### config.mk
export PLATFORM = sky130hd
export DESIGN_NAME = can_txslots
export DESIGN_NICKNAME = d
export VERILOG_FILES = /design/src/rtl/can_txslots_pkg.sv /design/src/rtl/can_txslots_dp.sv /design/src/rtl/can_txslots_ctrl.sv /design/src/rtl/can_txslots.sv
export SDC_FILE = /design/constraint.sdc
export NUM_CORES = 1
export LEC_CHECK = 0
export ABC_AREA = 1
export CORE_MARGIN = 5
export CORE_UTILIZATION = 50
export CTS_BUF_LIST = sky130_fd_sc_hd__clkbuf_16
export DETAILED_ROUTE_END_ITERATION = 8
export MAX_ROUTING_LAYER = met4
export PLACE_DENSITY = 0.78
export SYNTH_ARGS = -nofsm -noshare
export SYNTH_HDL_FRONTEND = slang
export SYNTH_SLANG_ARGS = --single-unit
export TNS_END_PERCENT = 50
### constraint.sdc
create_clock -name clk -period 2.3 [get_ports clk]
set_input_delay 0.575 -clock clk [delete_from_list [all_inputs] [get_ports clk]]
set_output_delay 0.575 -clock clk [all_outputs]
set_load 0.01 [all_outputs]
### src/rtl/can_txslots_pkg.sv
package can_txslots_pkg;

  localparam int WORD_W       = 32;
  localparam int SEL_W        = 8;
  localparam int INFO_DLC_LSB = 16;
  localparam int INFO_RTR_BIT = 30;
  localparam int INFO_EXT_BIT = 31;

  typedef enum logic [1:0] {
    FLD_INFO = 2'd0,
    FLD_ID   = 2'd1,
    FLD_DLO  = 2'd2,
    FLD_DHI  = 2'd3
  } fieldSel_e;

  typedef enum logic [1:0] {
    SLOT_FREE   = 2'd0,
    SLOT_QUEUED = 2'd1,
    SLOT_ACTIVE = 2'd2
  } slotState_e;

  // control -> datapath strobes
  typedef struct packed {
    logic             wrStb;
    fieldSel_e        wrField;
    logic [SEL_W-1:0] wrSlot;
    logic [SEL_W-1:0] outSlot;
  } dpStrobes_t;

endpackage

### src/rtl/can_txslots_dp.sv
module can_txslots_dp
  import can_txslots_pkg::*;
#(
  parameter int NUM_SLOTS = 3,
  parameter int ID_W      = 29,
  parameter int STD_ID_W  = 11,
  parameter int DLC_W     = 4
) (
  input  logic                clk,
  input  logic                rstN,
  input  dpStrobes_t          stb,
  input  logic [WORD_W-1:0]   wrData,
  output logic [DLC_W-1:0]    txDlc,
  output logic                txRtr,
  output logic                txExt,
  output logic [ID_W-1:0]     txId,
  output logic [2*WORD_W-1:0] txData
);

  logic [DLC_W-1:0]  dlcQ  [NUM_SLOTS];
  logic [ID_W-1:0]   idQ   [NUM_SLOTS];
  logic [WORD_W-1:0] loQ   [NUM_SLOTS];
  logic [WORD_W-1:0] hiQ   [NUM_SLOTS];
  logic [NUM_SLOTS-1:0] rtrQ;
  logic [NUM_SLOTS-1:0] extQ;

  for (genvar g = 0; g < NUM_SLOTS; g++) begin : gSlot
    logic hit;
    assign hit = stb.wrStb && (stb.wrSlot == SEL_W'(g));

    always_ff @(posedge clk) begin
      if (!rstN) begin
        dlcQ[g] <= '0;
        idQ[g]  <= '0;
        loQ[g]  <= '0;
        hiQ[g]  <= '0;
        rtrQ[g] <= 1'b0;
        extQ[g] <= 1'b0;
      end else if (hit) begin
        unique case (stb.wrField)
          FLD_INFO: begin
            dlcQ[g] <= wrData[INFO_DLC_LSB +: DLC_W];
            rtrQ[g] <= wrData[INFO_RTR_BIT];
            extQ[g] <= wrData[INFO_EXT_BIT];
          end
          FLD_ID:  idQ[g] <= wrData[ID_W-1:0];
          FLD_DLO: loQ[g] <= wrData;
          FLD_DHI: hiQ[g] <= wrData;
          default: ;
        endcase
      end
    end
  end

  logic [ID_W-1:0] idSel;

  always_comb begin
    txDlc  = dlcQ[0];
    txRtr  = rtrQ[0];
    txExt  = extQ[0];
    idSel  = idQ[0];
    txData = {hiQ[0], loQ[0]};
    for (int i = 1; i < NUM_SLOTS; i++) begin
      if (stb.outSlot == SEL_W'(i)) begin
        txDlc  = dlcQ[i];
        txRtr  = rtrQ[i];
        txExt  = extQ[i];
        idSel  = idQ[i];
        txData = {hiQ[i], loQ[i]};
      end
    end
    txId = txExt ? idSel : ID_W'(idSel[STD_ID_W-1:0]);
  end

endmodule

### src/rtl/can_txslots_ctrl.sv
module can_txslots_ctrl
  import can_txslots_pkg::*;
#(
  parameter int NUM_SLOTS = 3,
  parameter int SLOT_W    = 2
) (
  input  logic                 clk,
  input  logic                 rstN,
  input  logic                 wrEn,
  input  logic [SLOT_W-1:0]    wrSlot,
  input  logic [1:0]           wrField,
  input  logic                 cmdValid,
  input  logic [NUM_SLOTS-1:0] cmdSel,
  input  logic                 cmdSend,
  input  logic                 cmdSelfRx,
  input  logic                 cmdAbort,
  input  logic [NUM_SLOTS-1:0] irqEn,
  input  logic                 capRead,
  input  logic                 txReady,
  input  logic                 txSent,
  input  logic                 txAbortAck,
  output dpStrobes_t           stb,
  output logic [NUM_SLOTS-1:0] slotFree,
  output logic                 allDone,
  output logic                 anyFree,
  output logic [SLOT_W-1:0]    nextFree,
  output logic                 cmdRefused,
  output logic [NUM_SLOTS-1:0] irqPend,
  output logic                 txValid,
  output logic [SLOT_W-1:0]    txSlot,
  output logic                 txSelfRx,
  output logic                 txAbortReq
);

  slotState_e state  [NUM_SLOTS];
  slotState_e stNext [NUM_SLOTS];
  logic [NUM_SLOTS-1:0] srrQ, srrNext;
  logic [NUM_SLOTS-1:0] isFree, isQueued, isActive, nowFree, becameFree;
  logic abortHold, holdNext;

  logic [SLOT_W-1:0] qIdx, aIdx;
  logic qAny, aAny;
  logic sendReq, refuse, sendOk, abortReq, accept, activeLeaves, wrHit;

  always_comb begin
    for (int i = 0; i < NUM_SLOTS; i++) begin
      isFree[i]   = (state[i] == SLOT_FREE);
      isQueued[i] = (state[i] == SLOT_QUEUED);
      isActive[i] = (state[i] == SLOT_ACTIVE);
    end
  end

  // lowest-index pickers
  always_comb begin
    qIdx = '0; qAny = 1'b0;
    aIdx = '0; aAny = 1'b0;
    nextFree = '0; anyFree = 1'b0;
    for (int i = NUM_SLOTS - 1; i >= 0; i--) begin
      if (isQueued[i]) begin qIdx = SLOT_W'(i); qAny = 1'b1; end
      if (isActive[i]) begin aIdx = SLOT_W'(i); aAny = 1'b1; end
      if (isFree[i])   begin nextFree = SLOT_W'(i); anyFree = 1'b1; end
    end
  end

  assign sendReq  = cmdValid && (cmdSend || cmdSelfRx) && !cmdAbort;
  assign refuse   = sendReq && ((cmdSel == '0) || ((cmdSel & ~isFree) != '0));
  assign sendOk   = sendReq && !refuse;
  assign abortReq = cmdValid && cmdAbort;

  assign txValid  = qAny && !aAny;
  assign txSlot   = aAny ? aIdx : qIdx;
  assign accept   = txValid && txReady;
  assign activeLeaves = aAny && (txSent || (txAbortAck && abortHold));

  always_comb begin
    txSelfRx = 1'b0;
    for (int i = 0; i < NUM_SLOTS; i++)
      if (txSlot == SLOT_W'(i)) txSelfRx = srrQ[i];
  end

  always_comb begin
    srrNext = srrQ;
    for (int i = 0; i < NUM_SLOTS; i++) begin
      stNext[i] = state[i];
      unique case (state[i])
        SLOT_FREE:
          if (sendOk && cmdSel[i]) begin
            stNext[i]  = SLOT_QUEUED;
            srrNext[i] = cmdSelfRx;
          end
        SLOT_QUEUED:
          if (abortReq && cmdSel[i])
            stNext[i] = SLOT_FREE;
          else if (accept && (qIdx == SLOT_W'(i)))
            stNext[i] = SLOT_ACTIVE;
        SLOT_ACTIVE:
          if (activeLeaves) stNext[i] = SLOT_FREE;
        default: stNext[i] = SLOT_FREE;
      endcase
      nowFree[i]    = (stNext[i] == SLOT_FREE);
      becameFree[i] = !isFree[i] && nowFree[i];
    end
  end

  always_comb begin
    holdNext = abortHold;
    if (activeLeaves)
      holdNext = 1'b0;
    else if (abortReq && ((cmdSel & isActive) != '0))
      holdNext = 1'b1;
  end

  always_comb begin
    wrHit = 1'b0;
    for (int i = 0; i < NUM_SLOTS; i++)
      if ((wrSlot == SLOT_W'(i)) && isFree[i]) wrHit = 1'b1;
  end

  assign stb.wrStb   = wrEn && wrHit;
  assign stb.wrField = fieldSel_e'(wrField);
  assign stb.wrSlot  = SEL_W'(wrSlot);
  assign stb.outSlot = SEL_W'(txSlot);

  always_ff @(posedge clk) begin
    if (!rstN) begin
      for (int i = 0; i < NUM_SLOTS; i++) state[i] <= SLOT_FREE;
      srrQ       <= '0;
      abortHold  <= 1'b0;
      irqPend    <= '0;
      cmdRefused <= 1'b0;
    end else begin
      for (int i = 0; i < NUM_SLOTS; i++) state[i] <= stNext[i];
      srrQ       <= srrNext;
      abortHold  <= holdNext;
      irqPend    <= (capRead ? '0 : irqPend) | (becameFree & irqEn);
      cmdRefused <= refuse;
    end
  end

  assign slotFree   = isFree;
  assign allDone    = &isFree;
  assign txAbortReq = abortHold;

endmodule

### src/rtl/can_txslots.sv
module can_txslots
  import can_txslots_pkg::*;
#(
  parameter int NUM_SLOTS = 3,
  parameter int ID_W      = 29,
  parameter int STD_ID_W  = 11,
  parameter int DLC_W     = 4,
  parameter int SLOT_W    = $clog2(NUM_SLOTS)
) (
  input  logic                 clk,
  input  logic                 rstN,
  input  logic                 wrEn,
  input  logic [SLOT_W-1:0]    wrSlot,
  input  logic [1:0]           wrField,
  input  logic [WORD_W-1:0]    wrData,
  input  logic                 cmdValid,
  input  logic [NUM_SLOTS-1:0] cmdSel,
  input  logic                 cmdSend,
  input  logic                 cmdSelfRx,
  input  logic                 cmdAbort,
  input  logic [NUM_SLOTS-1:0] irqEn,
  input  logic                 capRead,
  output logic [NUM_SLOTS-1:0] slotFree,
  output logic                 allDone,
  output logic                 anyFree,
  output logic [SLOT_W-1:0]    nextFree,
  output logic                 cmdRefused,
  output logic [NUM_SLOTS-1:0] irqPend,
  output logic                 txValid,
  input  logic                 txReady,
  output logic [SLOT_W-1:0]    txSlot,
  output logic [DLC_W-1:0]     txDlc,
  output logic                 txRtr,
  output logic                 txExt,
  output logic [ID_W-1:0]      txId,
  output logic [2*WORD_W-1:0]  txData,
  output logic                 txSelfRx,
  input  logic                 txSent,
  output logic                 txAbortReq,
  input  logic                 txAbortAck
);

  dpStrobes_t stb;

  can_txslots_ctrl #(.NUM_SLOTS(NUM_SLOTS), .SLOT_W(SLOT_W)) u_ctrl (
    .clk(clk), .rstN(rstN),
    .wrEn(wrEn), .wrSlot(wrSlot), .wrField(wrField),
    .cmdValid(cmdValid), .cmdSel(cmdSel), .cmdSend(cmdSend),
    .cmdSelfRx(cmdSelfRx), .cmdAbort(cmdAbort),
    .irqEn(irqEn), .capRead(capRead),
    .txReady(txReady), .txSent(txSent), .txAbortAck(txAbortAck),
    .stb(stb),
    .slotFree(slotFree), .allDone(allDone), .anyFree(anyFree),
    .nextFree(nextFree), .cmdRefused(cmdRefused), .irqPend(irqPend),
    .txValid(txValid), .txSlot(txSlot), .txSelfRx(txSelfRx),
    .txAbortReq(txAbortReq)
  );

  can_txslots_dp #(
    .NUM_SLOTS(NUM_SLOTS), .ID_W(ID_W), .STD_ID_W(STD_ID_W), .DLC_W(DLC_W)
  ) u_dp (
    .clk(clk), .rstN(rstN), .stb(stb), .wrData(wrData),
    .txDlc(txDlc), .txRtr(txRtr), .txExt(txExt), .txId(txId), .txData(txData)
  );

endmodule

After elaboration in Yosys (flattened, before gate mapping)
Memories as Yosys holds them, arrays and structs flattened.
Index checks and enable logic that the tools add are counted.
{ "totals": {"wordCells": 222, "input_bits": 53, "mem_bits_rw": 297, "memories": 5, "output_inout_bits": 115, "regBits": 14} }
{ "classes": {"muxes": 109, "n_reduce_logical": 60, "n_eq_ne": 15, "bitwise_logic": 21} }
{ "mem_list": {"columns": ["name", "words", "width", "read_ports", "rd_ports_with_merged_regs", "wr", "line", "source"], "rows": [
  ["u_dp.hiQ", 3, 32, 3, 0, 3, "can_txslots_dp.sv:23", "logic [WORD_W-1:0] hiQ [NUM_SLOTS];"],
  ["u_dp.loQ", 3, 32, 3, 0, 3, "can_txslots_dp.sv:22", "logic [WORD_W-1:0] loQ [NUM_SLOTS];"],
  ["u_dp.idQ", 3, 29, 3, 0, 3, "can_txslots_dp.sv:21", "logic [ID_W-1:0] idQ [NUM_SLOTS];"],
  ["u_dp.dlcQ", 3, 4, 3, 0, 3, "can_txslots_dp.sv:20", "logic [DLC_W-1:0] dlcQ [NUM_SLOTS];"],
  ["u_ctrl.state", 3, 2, 3, 0, 3, "can_txslots_ctrl.sv:35", "slotState_e state [NUM_SLOTS];"]
]} }
{ "ops": {"columns": ["operator", "count"], "rows": [
  ["32-bit two-way mux", 6],
  ["29-bit two-way mux", 6],
  ["64-bit two-way mux", 2],
  ["1-bit two-way mux", 61],
  ["2-bit two-way mux", 25],
  ["1-bit logical AND", 29],
  ["2-bit zero test", 10],
  ["4-bit two-way mux", 5],
  ["2-bit case mux with 3 select lines", 3],
  ["2-bit == test (second input constant)", 8],
  ["1-bit bitwise OR", 15],
  ["2-bit by 1-bit == test with 1-bit output (second input constant)", 7],
  ["2-bit AND reduction", 6],
  ["3-bit bitwise AND", 3],
  ["8-bit zero test", 1],
  ["1-bit zero test", 6],
  ["3-bit nonzero test", 2],
  ["3-bit zero test", 1],
  ["1-bit logical OR", 3],
  ["3-bit two-way mux", 1],
  ["3-bit NOT", 1],
  ["3-bit bitwise OR", 1],
  ["3-bit AND reduction", 1],
  ["2-bit OR reduction", 1],
  ["1-bit NOT", 1]
]} }

Depth between registers and ports, before layout
An unclocked memory read counts as a cell.
{ "logic_depth": {"ltp_word": 16, "ltp_mapped": 13, "mapped_depth_nobuf": 11} }

Modules after synthesis
Synthesis repeated with hierarchy kept, for this count alone.
{ "hier_totals": {"hier_cells": 1407, "area_unflattened_um2": 14029.7} }
{ "modules_own_cells": {"columns": ["mod", "seq_area_each_um2", "cells_each", "n_inst", "area_per_inst_um2"], "rows": [
  ["can_txslots_dp", 8858.5, 1238, 1, 12948.7],
  ["can_txslots_ctrl", 280.3, 169, 1, 1081.0]
]} }

Worst setup path after synthesis
OpenSTA, ideal clock, no wires.
{ "synth_path": {"path_kind": "input -> register", "from": "input port rstN", "to": "memory u_dp.loQ[0][0], enable pin", "setup_time_ps": 478, "path_slack_ps": -158, "n_path_buf": 3, "path_stages": 4, "arrival_ps": 1980, "required_ps": 1822, "cell_sequence": "clkbuf_1 -> clkbuf_1 -> buf_1 -> nand2_1"} }
{ "synth_rtl": {"columns": ["item", "line", "source"], "rows": [
  ["start: declaration", "can_txslots.sv:11", "input logic rstN,"],
  ["end: declaration", "can_txslots_dp.sv:22", null]
]} }

==> flow_summary.ini <==
[status]
status = complete, but fails checks
violations = negative setup slack

[placed_design]
dp_hpwl_um = 23800
finalWeightedCongestion = 0.848
io_buffers = 167
dpl_cell_area_mm2 = 0.0161

[setup_path]
r2r-end = u_dp.hiQ[0][5]
cp.depth = 14
slowest_delay_ps = 400
setup.worst_path.start_class = flop
path_cells = inv_2, nand2_2, nand2_2, inv_2, nand2_2, a21oi_4, inv_2, nand2_8, nor2_4, nor2_4, buf_12, buf_6, nor2_1, buf_2
r2r_cells = 12
cp_max_fo = 5
slowest_stage = dfxtp_4
r2r_slack_ps = -20
required_ps = 1730
crit_family = simple AND/OR/NAND/NOR gates
r2r-start = u_ctrl.state[0][2]
worstSetupPathType = flop to output port
critPathBufInv = 6
end_kind = output port
worstPathArrival_ps = 2350

[routing]
first_pass_iters = 6
wl_met3_um = 5130
routed-wl-met2_um = 23500
dr.max_layer_used = met4
wl_um = 46600
wl_per_cell_um = 23.9
vias = 11500
first_iter_violations = 1736
vias_per_cell = 5.89
drcViolationCount = 0
ant_nets = 0
met1_length_um = 16100

[sta]
setup_violations = 156
maxSlewViolCount = 0
tightest_slew_ps = 587
timing.fmax_mhz = 342
whs_ps = 509
min_period_ps = 2930
tns_ps = -54680
rsz0062_at_grt = yes
hold_violations = 0
worst_slack_ps = -626
fin_crit_sh_pct = 127
max_slew_margin_pct = 60.8
skew_ps = 12.0

[layout]
layout-drive-gt1-share_pct = 34.1
fillerInstances = 1485
fin_nets = 1649
fin_area_mm2 = 0.0195
antennaDiodeCount = 0
area_growth_pct = 47.1

[power]
powerDensity_mw_per_mm2 = 661
p_leak_nw = 8.58
ir_drop_mv = 0.548

[clock_tree]
htreeDepth = 1
hold_buffers = 0
path_clk_slew_ps = 70
cts_root_buffer = clkbuf_16
cts_tree = done
cts_sinks = 311
insertion_delay_ps = 560
cts_max_path_buffers = 3
cts_buffers = 30

[global_routing]
grt_pass1_wl_um = 61200
grt_pass1_vias = 10900
track_usage_pct = 26.7
grt_max_degree = 36
antenna_found_initial = 0
overflow = 0

[synthesis]
ys_seq_area_share_pct = 68.9
yosysUniqueCellTypes = 23
ys_warn_count = 0
ys_seq_elements = 311
netlist_instances = 1318
syn-cell-area_mm2 = 0.0133
synth_area_per_cell_um2 = 10.1
syn_nets = 1371

[min_path]
hp-start = u_ctrl.srrQ[0]
hold_path_class = flop to flop
min_to = u_ctrl.srrQ[0]
worstHoldPathCells = 2

[floorplanning]
die_x_um = 173
ios = 168
initial_core_util_pct = 50.9
row_count = 59
core_mm2 = 0.0261
die_area_mm2 = 0.0299
die_h_um = 173

[flow_run]
drv_cap = 0
-- kinds of logic after synthesis --
family                 Yosys count  share of synthesized area, %
AND/OR/NAND/NOR                819                          24.9
flip-flops                     311                          68.9
buffers and inverters          141                          4.30
AO/OA/AOI/OAI                   47                          1.83
-- metal layers --
layer	track usage, %	vias up
met5	-	-
met4	8.88	0
met3	4.41	174
met2	43.7	845
met1	34.2	5570
li1	-	4913
-- cell type report --
class	count	area, um2	area share [%]
Clock buffer	31	776	3.98
Inverter	72	288	1.48
Sequential cell	311	9150	46.9
Clock inverter	22	138	0.705
Timing Repair Buffer	314	3770	19.3
Multi-Input combinational cell	866	4950	25.4
Timing Repair inverter	1	20.0	0.103
Tap cell	335	419	2.15
-- tightest hold or removal path: cells and delay by family (launching register included) --
family	cells	cell delay, ps
and+or+nand+nor	1	70
DFF	1	330
AOI/OAI and AO/OA	1	50
-- through the flow --
step	utilization, %	worst slack (ps)	power (mW)	cells
after floorplan	-	-155	6.99	1318
after global placement	62.0	-365	7.68	1843
after detailed placement	62.0	-398	7.70	1843
after CTS	68.9	-544	12.4	1933
after global routing	74.9	-686	13.2	1952
final	74.9	-626	12.9	1952
-- flip-flops by register name, indices dropped and copies added, names as in the netlist --
signal and count:
u_dp.idQ 87, u_ctrl.state 6, u_dp.extQ 3, u_dp.hiQ 96, u_ctrl.srrQ 3, u_dp.loQ 96, u_ctrl.txAbortReq 1, u_dp.rtrQ 3
u_dp.dlcQ 12, u_ctrl.irqPend 3, u_ctrl.cmdRefused 1
-- worst max path at each step --
stage / start / end / slack (ps)
3_5_place_dp: u_ctrl.state[0][2] / txId[23] / -400
4_1_cts: u_ctrl.state[0][2] / txDlc[1] / -540
5_1_grt: u_ctrl.state[0][3] / txId[17] / -690
3_3_place_gp: u_ctrl.state[0][2] / txId[23] / -370
6_report: u_ctrl.state[0][3] / txId[17] / -630
2_1_floorplan: rstN / u_dp.loQ[1][0] / -150
-- power breakdown --
group	total, mW	switching, mW	internal [mW]	leakage, nW
sequential	6.42	0.0809	6.34	3.30
combinational	1.73	0.975	0.756	4.80
clock	4.76	2.13	2.63	0.484
total	12.9	3.19	9.72	8.58
-- cells in the mapped netlist (all sizes together) --
library cell  count  share of area, %
inv              44               1.2
o221ai            2              0.13
nand3b            1             0.057
a21oi            10              0.38
nor2            346               9.9
nand4             5              0.24
clkbuf           41               1.2
nand3           130               4.9
clkinv           28              0.79
edfxtp          291                66
o21ai            35               1.3
nand2           332               9.4
nor3              5              0.44
dfxtp            20               3.0
buf              28               1.1
-- layout by cell type, fill, tap and decap left out, drive strengths merged --
| cell | n |
|---|---|
| nand2 | 332 |
| nor3 | 5 |
| buf | 238 |
| dfxtp | 20 |
| o221ai | 2 |
| nor2 | 346 |
| nand3b | 1 |
| clkdlybuf4s50 | 57 |
| clkinv | 38 |
| o21ai | 35 |
| inv | 55 |
| dlymetal6s2s | 5 |
| bufinv | 2 |
| a21oi | 10 |
| clkbuf | 45 |
| nand3 | 130 |
| edfxtp | 291 |
| nand4 | 5 |
-- timing repair --
| action | in CTS | in global routing |
|---|---|---|
| cloned | 11 | 13 |
| pin swaps | 39 | 42 |
| setup endpoints to repair | 110 | 295 |
| setup buffers | 27 | 16 |
| resized for setup | 597 | 340 |
Power figures use the tool's default switching activity.
